### src/rtl/card_row_punch.sv
module card_row_punch #(
  parameter int CHAR_W = 6,
  parameter int CHARS  = 8,
  parameter int WORDS  = 10,
  parameter int ROWS   = 12,
  parameter int AW     = 15,
  parameter int PC_MAX = 14,
  parameter int PC_ON  = 9,
  parameter int PC_OFF = 11
) (
  input  logic                      clk,
  input  logic                      rst_n,
  input  logic                      tick,
  input  logic                      start,
  input  logic [AW-1:0]             base_addr,
  input  logic                      stacker_in,
  input  logic                      punch_err,
  input  logic                      punch_need,
  input  logic [3:0]                row_code,
  output logic                      mem_req,
  output logic [AW-1:0]             mem_addr,
  input  logic                      mem_ack,
  input  logic [CHAR_W*CHARS-1:0]   mem_rdata,
  output logic                      punch_start,
  output logic                      punch_clk,
  output logic                      punch_data,
  output logic                      stacker_sel,
  output logic                      last_row,
  output logic                      card_err,
  output logic                      done
);
  localparam int WORD_W = CHAR_W * CHARS;
  localparam int CW = (CHARS > 1) ? $clog2(CHARS) : 1;
  localparam int WW = $clog2(WORDS + 1);
  localparam int RW = $clog2(ROWS + 1);
  localparam int PW = $clog2(PC_MAX + 1);
  localparam logic [PW-1:0] PC_LAST = PW'(PC_MAX);
  localparam logic [PW-1:0] PC_LO   = PW'(PC_ON);
  localparam logic [PW-1:0] PC_HI   = PW'(PC_OFF);
  localparam logic [CW-1:0] CH_LAST = CW'(CHARS - 1);
  localparam logic [WW-1:0] W_LOAD  = WW'(WORDS);
  localparam logic [RW-1:0] R_LAST  = RW'(ROWS - 1);

  typedef enum logic [2:0] {S_IDLE, S_WAIT, S_FETCH, S_SHIFT, S_FIN} st_t;

  st_t               st;
  logic [AW-1:0]     base_q, addr_q;
  logic [WORD_W-1:0] wreg;
  logic [CW-1:0]     chr;
  logic [WW-1:0]     wleft;
  logic [RW-1:0]     rows_done;
  logic [PW-1:0]     pc;
  logic              need_q, obuf;

  function automatic logic hole(input logic [CHAR_W-1:0] ch, input logic [3:0] rc);
    logic [1:0] z;
    logic [3:0] d;
    z = ch[CHAR_W-1 -: 2];
    d = ch[3:0];
    if (rc == 4'd12)                      hole = (z == 2'b11);
    else if (rc == 4'd11)                 hole = (z == 2'b10);
    else if (rc == 4'd0)                  hole = (z == 2'b01);
    else if (rc >= 4'd1 && rc <= 4'd9)    hole = (d == rc);
    else                                  hole = 1'b0;
  endfunction

  wire need_rise = punch_need & ~need_q;

  assign mem_req    = (st == S_FETCH);
  assign mem_addr   = addr_q;
  assign punch_clk  = (st == S_SHIFT) && (pc >= PC_LO) && (pc <= PC_HI);
  assign punch_data = obuf;
  assign done       = (st == S_FIN);

  always_ff @(posedge clk) begin
    if (!rst_n) begin
      st          <= S_IDLE;
      base_q      <= '0;
      addr_q      <= '0;
      wreg        <= '0;
      chr         <= '0;
      wleft       <= '0;
      rows_done   <= '0;
      pc          <= '0;
      need_q      <= 1'b0;
      obuf        <= 1'b0;
      punch_start <= 1'b0;
      stacker_sel <= 1'b0;
      last_row    <= 1'b0;
      card_err    <= 1'b0;
    end else begin
      need_q <= punch_need;
      case (st)
        S_IDLE: if (start) begin
          base_q      <= base_addr;
          stacker_sel <= stacker_in;
          last_row    <= 1'b0;
          card_err    <= punch_err;
          rows_done   <= '0;
          chr         <= '0;
          wleft       <= W_LOAD;
          if (punch_err) st <= S_FIN;
          else begin
            punch_start <= 1'b1;
            st          <= S_WAIT;
          end
        end
        S_WAIT: if (need_rise) begin
          addr_q <= base_q;
          wleft  <= W_LOAD;
          st     <= S_FETCH;
        end
        S_FETCH: if (mem_ack) begin
          wreg <= mem_rdata;
          chr  <= '0;
          pc   <= '0;
          obuf <= hole(mem_rdata[WORD_W-1 -: CHAR_W], row_code);
          st   <= S_SHIFT;
        end
        S_SHIFT: if (tick) begin
          if (pc != PC_LAST) pc <= pc + 1'b1;
          else begin
            pc <= '0;
            if (chr != CH_LAST) begin
              chr  <= chr + 1'b1;
              wreg <= wreg << CHAR_W;
              obuf <= hole(wreg[WORD_W-CHAR_W-1 -: CHAR_W], row_code);
            end else if (wleft != WW'(1)) begin
              wleft  <= wleft - 1'b1;
              addr_q <= addr_q + 1'b1;
              st     <= S_FETCH;
            end else if (rows_done != R_LAST) begin
              rows_done <= rows_done + 1'b1;
              st        <= S_WAIT;
            end else begin
              last_row    <= 1'b1;
              punch_start <= 1'b0;
              st          <= S_FIN;
            end
          end
        end
        S_FIN: begin
          punch_start <= 1'b0;
          st          <= S_IDLE;
        end
        default: st <= S_IDLE;
      endcase
    end
  end


  req_hold_chk: assert property (@(posedge clk) disable iff (!rst_n)
    mem_req && !mem_ack |=> mem_req && $stable(mem_addr));


  addr_window_chk: assert property (@(posedge clk) disable iff (!rst_n)
    mem_req |-> (mem_addr - base_q) < AW'(WORDS));


  data_hold_chk: assert property (@(posedge clk) disable iff (!rst_n)
    punch_clk |=> !punch_clk || $stable(punch_data));


  done_pulse_chk: assert property (@(posedge clk) disable iff (!rst_n)
    done |=> !done);


  stacker_hold_chk: assert property (@(posedge clk) disable iff (!rst_n)
    punch_start && $past(punch_start) |-> $stable(stacker_sel));


  err_quiet_chk: assert property (@(posedge clk) disable iff (!rst_n)
    card_err |-> !mem_req && !punch_clk);


  clk_in_card_chk: assert property (@(posedge clk) disable iff (!rst_n)
    punch_clk |-> punch_start);
endmodule

### config.mk
export PLATFORM = sky130hd
export DESIGN_NAME = card_row_punch
export DESIGN_NICKNAME = d
export VERILOG_FILES = /design/src/rtl/card_row_punch.sv
export SDC_FILE = /design/constraint.sdc
export NUM_CORES = 1
export LEC_CHECK = 0
export ABC_AREA = 1
export BUFFER_PORTS_ARGS = -buffer_cell sky130_fd_sc_hd__buf_2
export CORE_MARGIN = 2
export CORE_UTILIZATION = 45
export CTS_CLUSTER_DIAMETER = 60
export CTS_CLUSTER_SIZE = 10
export DETAILED_ROUTE_END_ITERATION = 6
export GPL_TIMING_DRIVEN = 0
export MAX_ROUTING_LAYER = met4
export PLACE_DENSITY = 0.71
export SYNTH_ARGS = -nofsm -noshare
export SYNTH_HDL_FRONTEND = slang
export SYNTH_SLANG_ARGS = --single-unit
### constraint.sdc
create_clock -name clk -period 2.04 [get_ports clk]
set_input_delay 0.204 -clock clk [delete_from_list [all_inputs] [get_ports clk]]
set_output_delay 0.204 -clock clk [all_outputs]
set_load 0.005 [all_outputs]
==> metrics.md <==
| Metric | Value |
|---|---|
| Die height | `111 µm` |
| Netlist cell types | `39` |
| CTS sink count | `96` |
| Fin. Hold Viols | `0` |
| All-Layer GR Usage | `0.231` |
| Min-delay src | `punch_need` |
| CTS tree | `built` |
| Worst endpoint data arrival time | `2190 ps` |
| FFs w/ async S/R, synth | `0` |
| Xor and xnor fraction of the mapped netlist area | `0.00682` |
| DP Area | `5800 µm²` |
| Nets | `917` |
| Via/cell ratio | `5.14` |
| Req. time, crit path | `2320 ps` |
| Worst slack at placement | `103 ps` |
| Synth Area in Adders | `0.0146` |
| Syn avg cell area | `7.05 µm²` |
| Via count of the first global-routing pass | `4696` |
| Initial antenna violation count | `0` |
| Largest family of logic cells by synthesized area | `simple AND/OR/NAND/NOR gates` |
| Final GP Congestion | `0.887` |
| Number of max-cap violations | `0` |
| Reg2reg start | `mem_addr[0]$_SDFFE_PN0P_` |
| Syn Inst Count | `729` |
| Setup violators final | `0` |
| Final worst slack | `126 ps` |
| Sw Ratio | `0.406` |
| WL per Instance | `13.8 µm` |
| Pint | `4.53 mW` |
| Worst rel slew slack | `0.491` |
| Mux cell area share after synthesis | `0` |
| Leak Pwr | `2.91 nW` |
| Worst slew pin tran | `763 ps` |
| Synthesis-stage register bit count | `96` |
| Total routed wirelength | `13600 µm` |
| Post-layout util | `0.541` |
| Psw | `3.09 mW` |
| Clock Skews | `6.28 ps` |
| Die W | `111 µm` |
| Setup TNS | `0 ps` |
| Period utilisation layout | `0.938` |
| Worst setup path start | `mem_addr[0]$_SDFFE_PN0P_` |
| Post-synthesis simple-gate area fraction | `0.340` |
| Crit start category | `flip-flop` |
| Clock Path Buffers | `2` |
| Fin cells | `984` |
| Post-synthesis sequential area ratio | `0.374` |
| VDD IR max | `0.689 mV` |
| Worst-Skew Late Latency | `350 ps` |
| CTS clk-pin slew, worst paths | `70 ps` |
| Compound-gate portion of the synthesized area | `0.174` |
| Placed instance count | `969` |
| Inserted Diodes | `0` |
| Core area | `11300 µm²` |
| DRC | `0` |
| GRT overflow | `0` |
| Worst min path class | `in2reg` |
| Combinational group share of total power | `0.422` |
| Ys Warns | `0` |
| Max Clk Rate | `522 MHz` |
| Clock root buffer | `clkbuf_16` |
| DR vias | `5060` |
| Initial Util | `0.456` |
| CP endpoint kind | `flip-flop` |
| Main synth FF type | `dfxtp_1` |
| Final Cell Area | `6100 µm²` |
| Initial drt markers | `294` |
| Final Slew Violations | `0` |
| Crit Path Class | `reg2reg` |
| Tmin final | `1910 ps` |
| Row count | `39` |
| Post-synth EDFFs | `0` |
| Die footprint | `12300 µm²` |
| Area Growth Syn to Fin | `18.7%` |
| I/O pin cnt | `98` |
| Largest net degree at the start of global routing | `20` |
| Share of power burned in registers | `0.359` |
| Num CTS Buffers | `9` |
| Synth Net Count | `810` |
| PwrDens | `1250 nW/µm²` |
| DP Wirelength | `10300 µm` |
| H-tree levels | `3` |
| First-pass GRT wire length | `22400 µm` |
| Drt pass-1 iters | `5` |
| Clk pwr share | `0.219` |
| Mapped Area | `5140 µm²` |
| Post-DRT Antenna Nets | `0` |
| Status | `completed` |
| RSZ-0062 raised after global routing | `false` |
| Crit Path Max Fanout | `8` |
| Share of layout cells above drive strength 1 | `0.208` |
| PortBufs | `97` |
-- routing by layer --
layer  GRT usage  share of wire  vias up  wire (µm)
li1            -              -     2616          -
met1       0.297           0.46     2289       6270
met2       0.374           0.48      139       6510
met3      0.0328          0.043       16        586
met4      0.0825          0.015        0        197
met5           -              0        -          0
-- Yosys cell counts, drive strengths merged, types with 2 or more instances --
cell | count | share of area
a211oi | 2 | 0.0029
a21oi | 60 | 0.063
a31oi | 3 | 0.0037
buf | 21 | 0.030
clkbuf | 18 | 0.013
dfxtp | 96 | 0.37
ha | 6 | 0.015
inv | 63 | 0.047
nand2 | 211 | 0.17
nand3 | 75 | 0.077
nand3b | 4 | 0.0058
nand4 | 10 | 0.015
nor2 | 66 | 0.058
nor3 | 11 | 0.011
o211a | 29 | 0.057
o21ai | 44 | 0.047
or2 | 2 | 0.0024
xor2 | 4 | 0.0068
-- final timing paths --
| check | to | slack, ps | depth (start not counted) |
|---|---|---|---|
| max | mem_addr[8]$_SDFFE_PN0P_ | 130 | 9 |
| min | need_q$_SDFF_PN0_ | 50 | 3 |
| max reg2reg | mem_addr[8]$_SDFFE_PN0P_ | 130 | 9 |
| min reg2reg | base_q[4]$_SDFFE_PN0P_ | 450 | 2 |
-- area by class of cell --
type | count | area (µm²)
fillers | 1103 | 5180
multi-input cells | 530 | 2750
flip-flops and latches | 96 | 1920
repair buffers | 97 | 485
clock buffers | 11 | 253
inverters | 64 | 243
plain buffers | 38 | 221
well taps | 143 | 179
clock inverters | 5 | 38.8
-- worst max-delay path, cell delays in order (launching register included) --
cell	delay (ps)
dfxtp_1	410
ha_1	200
nand2_1	90
nor2_2	310
nand3_1	190
nor3_1	250
nand3_1	120
nand2_1	90
nand2_2	50
a21oi_2	130
-- stage by stage --
step                      total power, mW  hold slack (ps)
after global routing                 8.17             71.3
after global placement               5.89              396
after detailed placement             5.95              406
after CTS                            7.62             41.2
final                                7.62             45.5
after floorplan                      5.09              297
-- power groups by stage --
stage               clock network (mW)  registers (mW)  logic [mW]
floorplan                            0            2.70        2.40
global route                      1.78            2.80        3.60
CTS                               1.69            2.73        3.20
detailed placement                   0            2.77        3.18
finish                            1.67            2.74        3.21
global placement                     0            2.75        3.14
-- repair_timing --
item / 4_1_cts / 5_1_grt
hold endpoints to repair: 0 / 0
hold buffers: 0 / 0
endpoints found under the setup margin: 1 / 15
setup buffers: 0 / 0
resized for setup: 2 / 1
-- logic make-up after synthesis --
family / count (synthesis)
AO/OA/AOI/OAI: 139
XOR/XNOR: 4
adder cells (fa/ha/maj): 6
buffers and inverters: 103
flip-flops: 96
AND/OR/NAND/NOR: 381
-- registers in the layout, summed over array words and instances, names as in the netlist --
signal and flops:
rows_done 4, base_q 15, chr 3, stacker_sel 1, wleft 4, mem_addr 15
punch_start 1, last_row 1, punch_data 1, need_q 1, pc 4, wreg 42
st 3, card_err 1
-- layout by cell type (no fill, tap or decap), types with 2 or more instances in the layout --
cell type  instances
nand2_4            5
nor2_2             5
xor2_1             4
o211a_1           29
nand3_2            4
a21oi_1           53
inv_6              2
o21ai_2            2
nand4_1            9
nor3_1            11
nand3b_1           4
dfxtp_1           95
buf_4              6
nor2_8             2
a31oi_1            3
o21ai_0           37
or2_2              2
o21ai_1            4
buf_2            106
clkbuf_16          9
nand2_1          199
inv_2              3
buf_6              3
ha_1               6
clkbuf_1          18
a211oi_1           2
nand2_2            6
inv_1             59
buf_8              2
a21oi_2            7
clkbuf_8           2
nor2_1            58
nand3_1           71
Note: power is estimated with default switching activity, not from simulation.
